File: src/rtl/irq_res_pkg.sv
package irq_res_pkg;
  localparam int unsigned LINES     = 8;
  localparam int unsigned LINE_W    = $clog2(LINES);
  localparam int unsigned CASC_LINE = 2;
  localparam logic [LINES-1:0] MASTER_TMODE_MASK = 8'hF8;
  localparam logic [LINES-1:0] SLAVE_TMODE_MASK  = 8'hDE;

  function automatic logic [LINES-1:0] tmode_allow(input bit is_master);
    return is_master ? MASTER_TMODE_MASK : SLAVE_TMODE_MASK;
  endfunction
endpackage

File: src/rtl/irq_line_capture.sv
module irq_line_capture #(
  parameter int unsigned NLINES = 8,
  parameter logic [NLINES-1:0] TMASK = '1
) (
  input  logic              clk,
  input  logic              rst_n,
  input  logic [NLINES-1:0] irq_lvl,
  input  logic [NLINES-1:0] req_clr,
  input  logic              tmode_we,
  input  logic [NLINES-1:0] tmode_wdata,
  output logic [NLINES-1:0] tmode_q,
  output logic [NLINES-1:0] req_q
);
  logic [NLINES-1:0] prev_q;
  logic [NLINES-1:0] req_n;
  logic [NLINES-1:0] tmode_n;

  assign tmode_n = tmode_wdata & TMASK;

  for (genvar g = 0; g < NLINES; g++) begin : g_line
    always_comb begin
      if (tmode_q[g]) begin
        req_n[g] = irq_lvl[g];
      end else begin
        req_n[g] = (req_q[g] & ~req_clr[g]) | (irq_lvl[g] & ~prev_q[g]);
      end
    end

    AST_LEVEL_TRACK: assert property (@(posedge clk) disable iff (!rst_n)
      tmode_q[g] |=> (req_q[g] == $past(irq_lvl[g])));
    AST_EDGE_RISE: assert property (@(posedge clk) disable iff (!rst_n)
      (!tmode_q[g] && irq_lvl[g] && !prev_q[g]) |=> req_q[g]);
    AST_EDGE_HOLD: assert property (@(posedge clk) disable iff (!rst_n)
      (!tmode_q[g] && !irq_lvl[g] && !req_clr[g]) |=> (req_q[g] == $past(req_q[g])));
  end

  always_ff @(posedge clk or negedge rst_n) begin
    if (!rst_n) begin
      prev_q <= '0;
      req_q  <= '0;
    end else begin
      prev_q <= irq_lvl;
      req_q  <= req_n;
    end
  end

  always_ff @(posedge clk or negedge rst_n) begin
    if (!rst_n) begin
      tmode_q <= '0;
    end else if (tmode_we) begin
      tmode_q <= tmode_n;
    end
  end
endmodule

File: src/rtl/rot_prio_find.sv
module rot_prio_find #(
  parameter int unsigned NLINES = 8,
  parameter int unsigned IDW    = $clog2(NLINES),
  localparam int unsigned PW    = IDW + 1
) (
  input  logic [NLINES-1:0] vec,
  input  logic [IDW-1:0]    base,
  output logic [PW-1:0]     rank
);
  logic [IDW-1:0] idx;

  always_comb begin
    rank = PW'(NLINES);
    idx  = '0;
    for (int k = NLINES - 1; k >= 0; k--) begin
      idx = IDW'(k) + base;
      if (vec[idx]) begin
        rank = PW'(k);
      end
    end
  end
endmodule

File: src/rtl/irq_prio_resolver.sv
module irq_prio_resolver
  import irq_res_pkg::*;
#(
  parameter bit IS_MASTER = 1'b1,
  localparam int unsigned NL  = LINES,
  localparam int unsigned IW  = LINE_W,
  localparam int unsigned RW  = IW + 1,
  localparam logic [NL-1:0] TMASK = tmode_allow(IS_MASTER)
) (
  input  logic          clk,
  input  logic          rst_n,
  input  logic [7:0]    irq_lvl,
  input  logic [7:0]    req_clr,
  input  logic          tmode_we,
  input  logic [7:0]    tmode_wdata,
  input  logic [7:0]    imask,
  input  logic [7:0]    insvc,
  input  logic [2:0]    rot_base,
  input  logic          nest_en,
  output logic [7:0]    tmode,
  output logic [7:0]    req,
  output logic          int_valid,
  output logic [2:0]    int_line
);
  logic          rst_meta_q;
  logic          rst_sync_q;
  logic [NL-1:0] cand;
  logic [NL-1:0] isv_eff;
  logic [RW-1:0] req_rank;
  logic [RW-1:0] isv_rank;
  logic          win;
  logic [IW-1:0] line_n;
  logic          valid_q;
  logic [IW-1:0] line_q;

  always_ff @(posedge clk or negedge rst_n) begin
    if (!rst_n) begin
      rst_meta_q <= 1'b0;
      rst_sync_q <= 1'b0;
    end else begin
      rst_meta_q <= 1'b1;
      rst_sync_q <= rst_meta_q;
    end
  end

  irq_line_capture #(.NLINES(NL), .TMASK(TMASK)) i_capture (
    .clk        (clk),
    .rst_n      (rst_sync_q),
    .irq_lvl    (irq_lvl),
    .req_clr    (req_clr),
    .tmode_we   (tmode_we),
    .tmode_wdata(tmode_wdata),
    .tmode_q    (tmode),
    .req_q      (req)
  );

  assign cand = req & ~imask;

  if (IS_MASTER) begin : g_master_isv
    always_comb begin
      isv_eff = insvc;
      if (nest_en) begin
        isv_eff[CASC_LINE] = 1'b0;
      end
    end
  end else begin : g_slave_isv
    assign isv_eff = insvc;
  end

  rot_prio_find #(.NLINES(NL), .IDW(IW)) i_req_rank (
    .vec (cand),
    .base(rot_base),
    .rank(req_rank)
  );

  rot_prio_find #(.NLINES(NL), .IDW(IW)) i_isv_rank (
    .vec (isv_eff),
    .base(rot_base),
    .rank(isv_rank)
  );

  assign win    = (req_rank < isv_rank);
  assign line_n = req_rank[IW-1:0] + rot_base;

  always_ff @(posedge clk or negedge rst_sync_q) begin
    if (!rst_sync_q) begin
      valid_q <= 1'b0;
    end else begin
      valid_q <= win;
    end
  end

  always_ff @(posedge clk or negedge rst_sync_q) begin
    if (!rst_sync_q) begin
      line_q <= '0;
    end else if (win) begin
      line_q <= line_n;
    end
  end

  assign int_valid = valid_q;
  assign int_line  = line_q;

  AST_NO_CAND_NO_INT: assert property (@(posedge clk) disable iff (!rst_sync_q)
    (cand == '0) |=> !int_valid);
  AST_WINNER_IS_CAND: assert property (@(posedge clk) disable iff (!rst_sync_q)
    int_valid |-> (|($past(cand) & (NL'(1) << int_line))));
  AST_TOP_ISV_BLOCKS: assert property (@(posedge clk) disable iff (!rst_sync_q)
    (insvc[rot_base] && !(IS_MASTER && nest_en && (rot_base == IW'(CASC_LINE))))
      |=> !int_valid);
  AST_RESET_IDLE: assert property (@(posedge clk)
    !rst_sync_q |-> (!int_valid && (req == '0) && (tmode == '0)));
endmodule

File: config.mk
export PLATFORM = sky130hd
export DESIGN_NAME = irq_prio_resolver
export DESIGN_NICKNAME = d
export VERILOG_FILES = /design/src/rtl/irq_res_pkg.sv /design/src/rtl/irq_line_capture.sv /design/src/rtl/rot_prio_find.sv /design/src/rtl/irq_prio_resolver.sv
export SDC_FILE = /design/constraint.sdc
export NUM_CORES = 1
export LEC_CHECK = 0
export ABC_CLOCK_PERIOD_IN_PS = 1800
export BUFFER_PORTS_ARGS = -buffer_cell sky130_fd_sc_hd__buf_4
export CORE_MARGIN = 2
export CORE_UTILIZATION = 30
export DETAILED_ROUTE_END_ITERATION = 6
export PLACE_DENSITY_LB_ADDON = 0.12
export SLEW_MARGIN = 20
export SYNTH_ARGS = -nofsm -noshare
export SYNTH_HDL_FRONTEND = slang
export SYNTH_SLANG_ARGS = --single-unit
File: constraint.sdc
create_clock -name clk -period 1.8 [get_ports clk]
set_input_delay 0.36 -clock clk [delete_from_list [all_inputs] [get_ports clk]]
set_output_delay 0.36 -clock clk [all_outputs]
set_load 0.005 [all_outputs]
==> results of run 1 <==
-- final cells by class --
class,instances,area share
Sequential cell,27,0.213
Timing Repair Buffer,121,0.292
Multi-Input combinational cell,127,0.433
Inverter,11,0.0170
Clock buffer,4,0.0142
Tap cell,77,0.0304
-- state kept, by name (all words and copies together) (netlist names) --
signal / flops
int_line: 3
int_valid: 1
rst_sync_q: 1
i_capture.req_q: 8
i_capture.prev_q: 8
i_capture.tmode_q: 5
rst_meta_q: 1
-- Yosys cell counts (2+ instances only) --
| master | n | area, sq um |
|---|---|---|
| mux2_2 | 14 | 158 |
| a21oi_2 | 2 | 17.5 |
| a21oi_1 | 5 | 25.0 |
| o22ai_1 | 4 | 25.0 |
| ha_1 | 6 | 75.1 |
| nand2b_1 | 10 | 62.6 |
| mux4_2 | 15 | 338 |
| nor2b_1 | 12 | 75.1 |
| nor2_1 | 10 | 37.5 |
| nand2_1 | 4 | 15.0 |
| inv_1 | 10 | 37.5 |
| xnor2_1 | 2 | 17.5 |
| a22o_1 | 5 | 43.8 |
| mux2i_1 | 7 | 70.1 |
| conb_1 | 2 | 7.51 |
| nand4_1 | 2 | 12.5 |
| buf_4 | 4 | 30.0 |
| clkbuf_1 | 2 | 7.51 |
| dfrtp_1 | 27 | 676 |
| o21ai_0 | 3 | 15.0 |
| mux2_4 | 3 | 45.0 |
-- logic make-up (layout without fill, tap and decap cells) --
family | count (synthesis) | after routing | synth area share
simple gates | 44 | 44 | 0.122
mux | 40 | 40 | 0.310
compound gates | 28 | 28 | 0.109
flops | 27 | 27 | 0.335
buf+inv | 19 | 136 | 0.0522
fa+ha+maj | 7 | 7 | 0.0472
xor+xnor | 4 | 4 | 0.0211
other cells | 2 | 4 | 0.00373
-- how the worst min path moves through the flow --
stage / start / to / slack [ps] / depth (start not counted)
after global routing: irq_lvl[7] / i_capture.prev_q[7] / 180 / 1
after detailed placement: rst_n / rst_sync_q / 140 / 1
after CTS: irq_lvl[7] / i_capture.prev_q[7] / 190 / 1
after floorplan: rst_n / rst_meta_q / 60 / 0
after global placement: rst_n / rst_meta_q / 140 / 1
final: irq_lvl[7] / i_capture.prev_q[7] / 190 / 1
-- report_power, final --
part	internal [mW]	total, mW	switching [mW]	leakage, nW
logic	0.792	1.28	0.493	1.18
clock network	0.159	0.352	0.193	0.0228
registers	0.695	0.743	0.0485	0.319
total	1.65	2.38	0.734	1.53
-- metal layers --
metal	GRT usage	vias to the layer above
li1	-	863
met1	0.177	850
met2	0.262	49
met3	0.0269	4
met4	0.0361	0
met5	0	-
-- metrics by stage --
stage	worst slack, ps	area, sq um	TNS [ps]
finish	-1620	3170	-6230
global route	-1800	3170	-6960
CTS	-1610	3100	-6210
detailed placement	-1830	2960	-7060
global placement	-1790	2960	-6930
floorplan	-1730	2130	-6580
-- timing repair --
item                                    CTS  global route
hold buffers                              1             0
pin swaps                                 6             6
endpoints found under the hold margin     2             0
gates resized for setup                  12             9
endpoints found under the setup margin    4             4
setup buffers                             6             4
==> flow_metrics.py, run 1 <==
metrics = {
    "run_status": {
        "status": "complete, but fails checks",
        "violations": "negative setup slack",
    },
    "power_and_ir_drop": {
        "p_per_area_mw_per_mm2": 752,
        "vdd_drop_max_uv": 393,
        "power.total_mw": 2.38,
        "leakagePower_nw": 1.53,
    },
    "route": {
        "wl_met2_mm": 2.60,
        "wl_met3_um": 244,
        "routedWlPerCell_um": 13.7,
        "dr_total_vias": 1766,
        "drc_errors": 0,
        "totalWireLength_mm": 5.01,
        "dr.pass1.iters": 4,
        "maxUsedRoutingLayer": "met4",
        "initialDrtViolationCount": 38,
        "antenna_left": 0,
        "via_per_inst": 4.81,
        "wl_met1_mm": 2.12,
    },
    "worst_setup_path": {
        "start_kind": "flop",
        "path_cells": "nor2b_4, mux2_4, mux4_2, nor2_4, nand2b_1, a311oi_2, ha_1, o21ai_1, nand2b_1, a21oi_2, nand2b_4, a21oi_4, a211oi_4, mux2_4",
        "r2r_cells": 14,
        "rr_startpoint": "i_capture.req_q[3]",
        "crit_cells": 14,
        "r2r_end": "int_line[0]",
        "end_kind": "flop",
        "crit_type": "reg2reg",
        "slowest_stage": "mux4_2",
        "crit_arrival_ps": 3580,
        "required_ps": 1970,
        "crit_fanout": 4,
        "critPathTopFamily": "multiplexers",
        "crit_start": "i_capture.req_q[3]",
        "reg2reg_slack_ps": -1620,
        "path_buf_inv": 0,
        "crit_end": "int_line[0]",
        "critPathMaxStageDelay_ps": 520,
    },
    "layout": {
        "seqCellArea_sq_um": 676,
        "final_cell_mix": "119 x buf_4, 27 x dfrtp_1, 15 x mux4_2",
        "fin_cells": 367,
        "syn_to_final_growth_pct": 57.1,
        "multi_input_area_sq_mm": 0.00137,
        "fin_nets": 345,
        "post-route-util": 0.493,
        "final_layout_size_suffix_gt1_frac": 0.621,
        "antenna_cells": 0,
        "layout_commonest_cell": "buf_4",
        "fillCellCount": 580,
    },
    "timing": {
        "setup_violations": 4,
        "hold_slack_ps": 195,
        "fin_skew_ps": 9.75,
        "fmax_ghz": 0.293,
        "finalCritPeriodShare": 1.90,
        "slew_viol_final": 0,
        "rsz0062_at_grt": "true",
        "layout_setup_ws_ps": -1620,
        "hold_viol_final": 0,
        "period_needed_ps": 3420,
    },
    "yosys": {
        "syn-cell-area_sq_mm": 0.00201,
        "yosysSeqAreaShare": 0.335,
        "synth-warning-count": 0,
        "syn_inst": 171,
        "async_flop_share": 1.00,
        "synth_edf_count": 0,
        "avgSynthCellArea_sq_um": 11.8,
        "synthFlopType": "dfrtp_1",
        "synth.distinct_cells": 43,
        "ys_ff_latch": 27,
    },
    "die": {
        "die_h_um": 85.9,
        "row_count": 29,
        "die_w_um": 85.9,
        "start_util": 0.314,
        "core-area_sq_mm": 0.00642,
        "die-area_sq_mm": 0.00739,
        "boundaryPins": 67,
    },
    "place": {
        "gp_congestion": 0.798,
        "dp_hpwl_mm": 4.12,
        "portBuffers": 60,
        "dp_cells": 353,
    },
    "global_route": {
        "grt_pass1_vias": 1867,
        "grt_max_degree": 26,
        "gr-usage-all-layers": 0.145,
        "grt_pass1_wl_mm": 8.53,
        "grt_overflow": 0,
        "antenna_found_initial": 0,
    },
    "hold_path": {
        "hold_path.class": "in2reg",
    },
    "clock_network": {
        "cts_max_level": 1,
        "clock-sinks": 27,
        "clk_latency_ps": 270,
        "clock_path_buffers": 2,
        "clk_pin_slew_worst_paths_ps": 100,
        "cts_made_buffers": 3,
        "clockRootBuffer": "clkbuf_8",
        "cts_tree": "done",
    },
    "job": {
        "maxCapViolCount": 0,
    },
}
Power figures use the tool's default switching activity.
==> run 2, diff against run 1 <==
--- a/config.mk
+++ b/config.mk
@@ -8,7 +8,7 @@
 export ABC_CLOCK_PERIOD_IN_PS = 1800
 export BUFFER_PORTS_ARGS = -buffer_cell sky130_fd_sc_hd__buf_4
 export CORE_MARGIN = 2
-export CORE_UTILIZATION = 30
+export CORE_UTILIZATION = 55
 export DETAILED_ROUTE_END_ITERATION = 6
 export PLACE_DENSITY_LB_ADDON = 0.12
 export SLEW_MARGIN = 20
==> run 2 against run 1 <==
The flow still finishes with violations (negative setup slack). Cell count is 13% lower. Clock skew shrank 0.75 ps. Die area decreased by 44%.
==> flow_metrics.py, run 2 (same netlist as run 1, synthesis figures left out) <==
metrics = {
    "run_status": {
        "status": "complete, but fails checks",
        "violations": "negative setup slack",
    },
    "worst_setup_path": {
        "path_cells": "nor2b_4, mux4_2, mux2i_1, nor2b_2, nand2b_1, a311oi_2, ha_1, o21ai_2, nand2b_1, a21oi_2, nand2b_4, a21oi_4, a211oi_4, mux2_4",
        "start_kind": "flop",
        "crit_fanout": 4,
        "critPathMaxStageDelay_ps": 470,
        "required_ps": 2030,
        "reg2reg_slack_ps": -1790,
        "crit_arrival_ps": 3820,
        "crit_top_cell": "nand2b_1",
        "slowest_stage": "mux4_2",
        "crit_type": "reg2reg",
        "end_kind": "flop",
    },
    "clock_network": {
        "cts_made_buffers": 3,
        "cts_tree": "done",
        "clock_path_buffers": 2,
        "cts_max_level": 1,
        "clock-sinks": 27,
        "clk_latency_ps": 320,
        "clk_pin_slew_worst_paths_ps": 150,
        "clockRootBuffer": "clkbuf_4",
    },
    "global_route": {
        "grtUsageMet1": 0.338,
        "grt_max_degree": 26,
        "gr-usage-all-layers": 0.314,
        "grt_busiest_layer": "met2",
        "grt_overflow": 0,
        "grt_use_met2": 0.609,
        "grt_pass1_vias": 2101,
        "met3_usage": 0.0365,
        "antenna_found_initial": 0,
        "grt_pass1_wl_mm": 9.91,
    },
    "timing": {
        "fin_setup_tns_ps": -6950,
        "fmax_ghz": 0.278,
        "finalCritPeriodShare": 2.00,
        "slew_viol_final": 0,
        "fin_skew_ps": 9.00,
        "setup_violations": 4,
        "layout_setup_ws_ps": -1790,
        "period_needed_ps": 3590,
        "rsz0062_at_grt": "true",
        "hold_viol_final": 0,
    },
    "layout": {
        "fin_cells": 320,
        "layout_commonest_cell": "buf_4",
        "fillCellCount": 144,
        "finalInstanceArea_sq_mm": 0.00302,
        "syn_to_final_growth_pct": 49.7,
        "reg_top3": "i_capture.prev_q x8, i_capture.req_q x8, i_capture.tmode_q x5",
        "final_cell_mix": "102 x buf_4, 27 x dfrtp_1, 15 x mux4_2",
        "fin_nets": 329,
        "antenna_cells": 0,
        "final_layout_size_suffix_gt1_frac": 0.606,
    },
    "die": {
        "core-area_sq_mm": 0.00342,
        "die_w_um": 64.5,
        "die-area_sq_mm": 0.00416,
        "boundaryPins": 67,
        "row_count": 21,
        "start_util": 0.590,
        "die_h_um": 64.5,
    },
    "route": {
        "initialDrtViolationCount": 125,
        "dr.pass1.iters": 4,
        "dr_total_vias": 1918,
        "antenna_left": 0,
        "routedWlPerCell_um": 20.4,
        "via_per_inst": 5.99,
        "drc_errors": 0,
        "totalWireLength_mm": 6.52,
    },
    "power_and_ir_drop": {
        "p_per_area_mw_per_mm2": 786,
        "leakagePower_nw": 1.44,
        "vdd_drop_max_uv": 567,
        "power.total_mw": 2.37,
    },
    "place": {
        "dp_cells": 308,
        "gp_congestion": 0.878,
        "dp_hpwl_mm": 4.46,
        "portBuffers": 60,
        "place_area_sq_mm": 0.00283,
    },
    "job": {
        "maxCapViolCount": 0,
    },
    "hold_path": {
        "hold_path.class": "in2reg",
    },
}
run 2: cell types whose count changed in the layout (fill, tap and decap cells not counted), sizes merged:
cell  delta
buf     -16
run 2: worst max-delay path, delay by kind of cell, from the launching register on:
kind	cells	cell delay, ps
adder cells (fa/ha/maj)	1	340
flip-flops	1	430
AO/OA/AOI/OAI	5	830
multiplexers	3	1090
AND/OR/NAND/NOR	5	790
run 2: what timing repair did:
item                                    in CTS  in global routing
buffers inserted                             4                  4
hold endpoints to repair                     2                  0
hold buffers                                 1                  0
pin swaps                                    6                  4
endpoints found under the setup margin       4                  4
cloned                                       0                  0
resized for setup                           20                  3
run 2: routing by layer:
metal  up-vias  wire [um]
met3        38        397
met5         -          0
li1        835          -
met2       126       3440
met4         0        356
met1       919       2320
run 2: path summary, 6_finish.rpt:
path	cells past startpoint	from	end
max	14	i_capture.req_q[6]	int_line[1]
min	1	irq_lvl[3]	i_capture.prev_q[3]
max reg2reg	14	i_capture.req_q[6]	int_line[1]
min reg2reg	1	rst_sync_q	int_line[2]
max in group asynchronous	1	rst_sync_q	i_capture.req_q[2]
min in group asynchronous	1	rst_sync_q	int_line[2]
run 2: area by class of cell:
| class | instances | area, sq um | share of cell area |
|---|---|---|---|
| Clock buffer | 4 | 26.3 | 0.00871 |
| Inverter | 11 | 53.8 | 0.0178 |
| Multi-Input combinational cell | 127 | 1390 | 0.460 |
| Sequential cell | 27 | 676 | 0.224 |
| Tap cell | 46 | 57.6 | 0.0191 |
| Timing Repair Buffer | 105 | 816 | 0.271 |
run 2: through the flow:
stage	hold slack, ps	util	setup slack, ps
finish	142	0.883	-1790
global route	123	0.883	-1950
CTS	139	0.871	-1600
detailed placement	144	0.829	-1900
global placement	142	0.829	-1800
floorplan	64.4	-	-1730
run 2: report_power, final:
part	internal, mW	total (mW)	switching [mW]
registers	0.695	0.757	0.0626
clock network	0.0866	0.268	0.182
logic	0.769	1.35	0.577
total	1.55	2.37	0.821
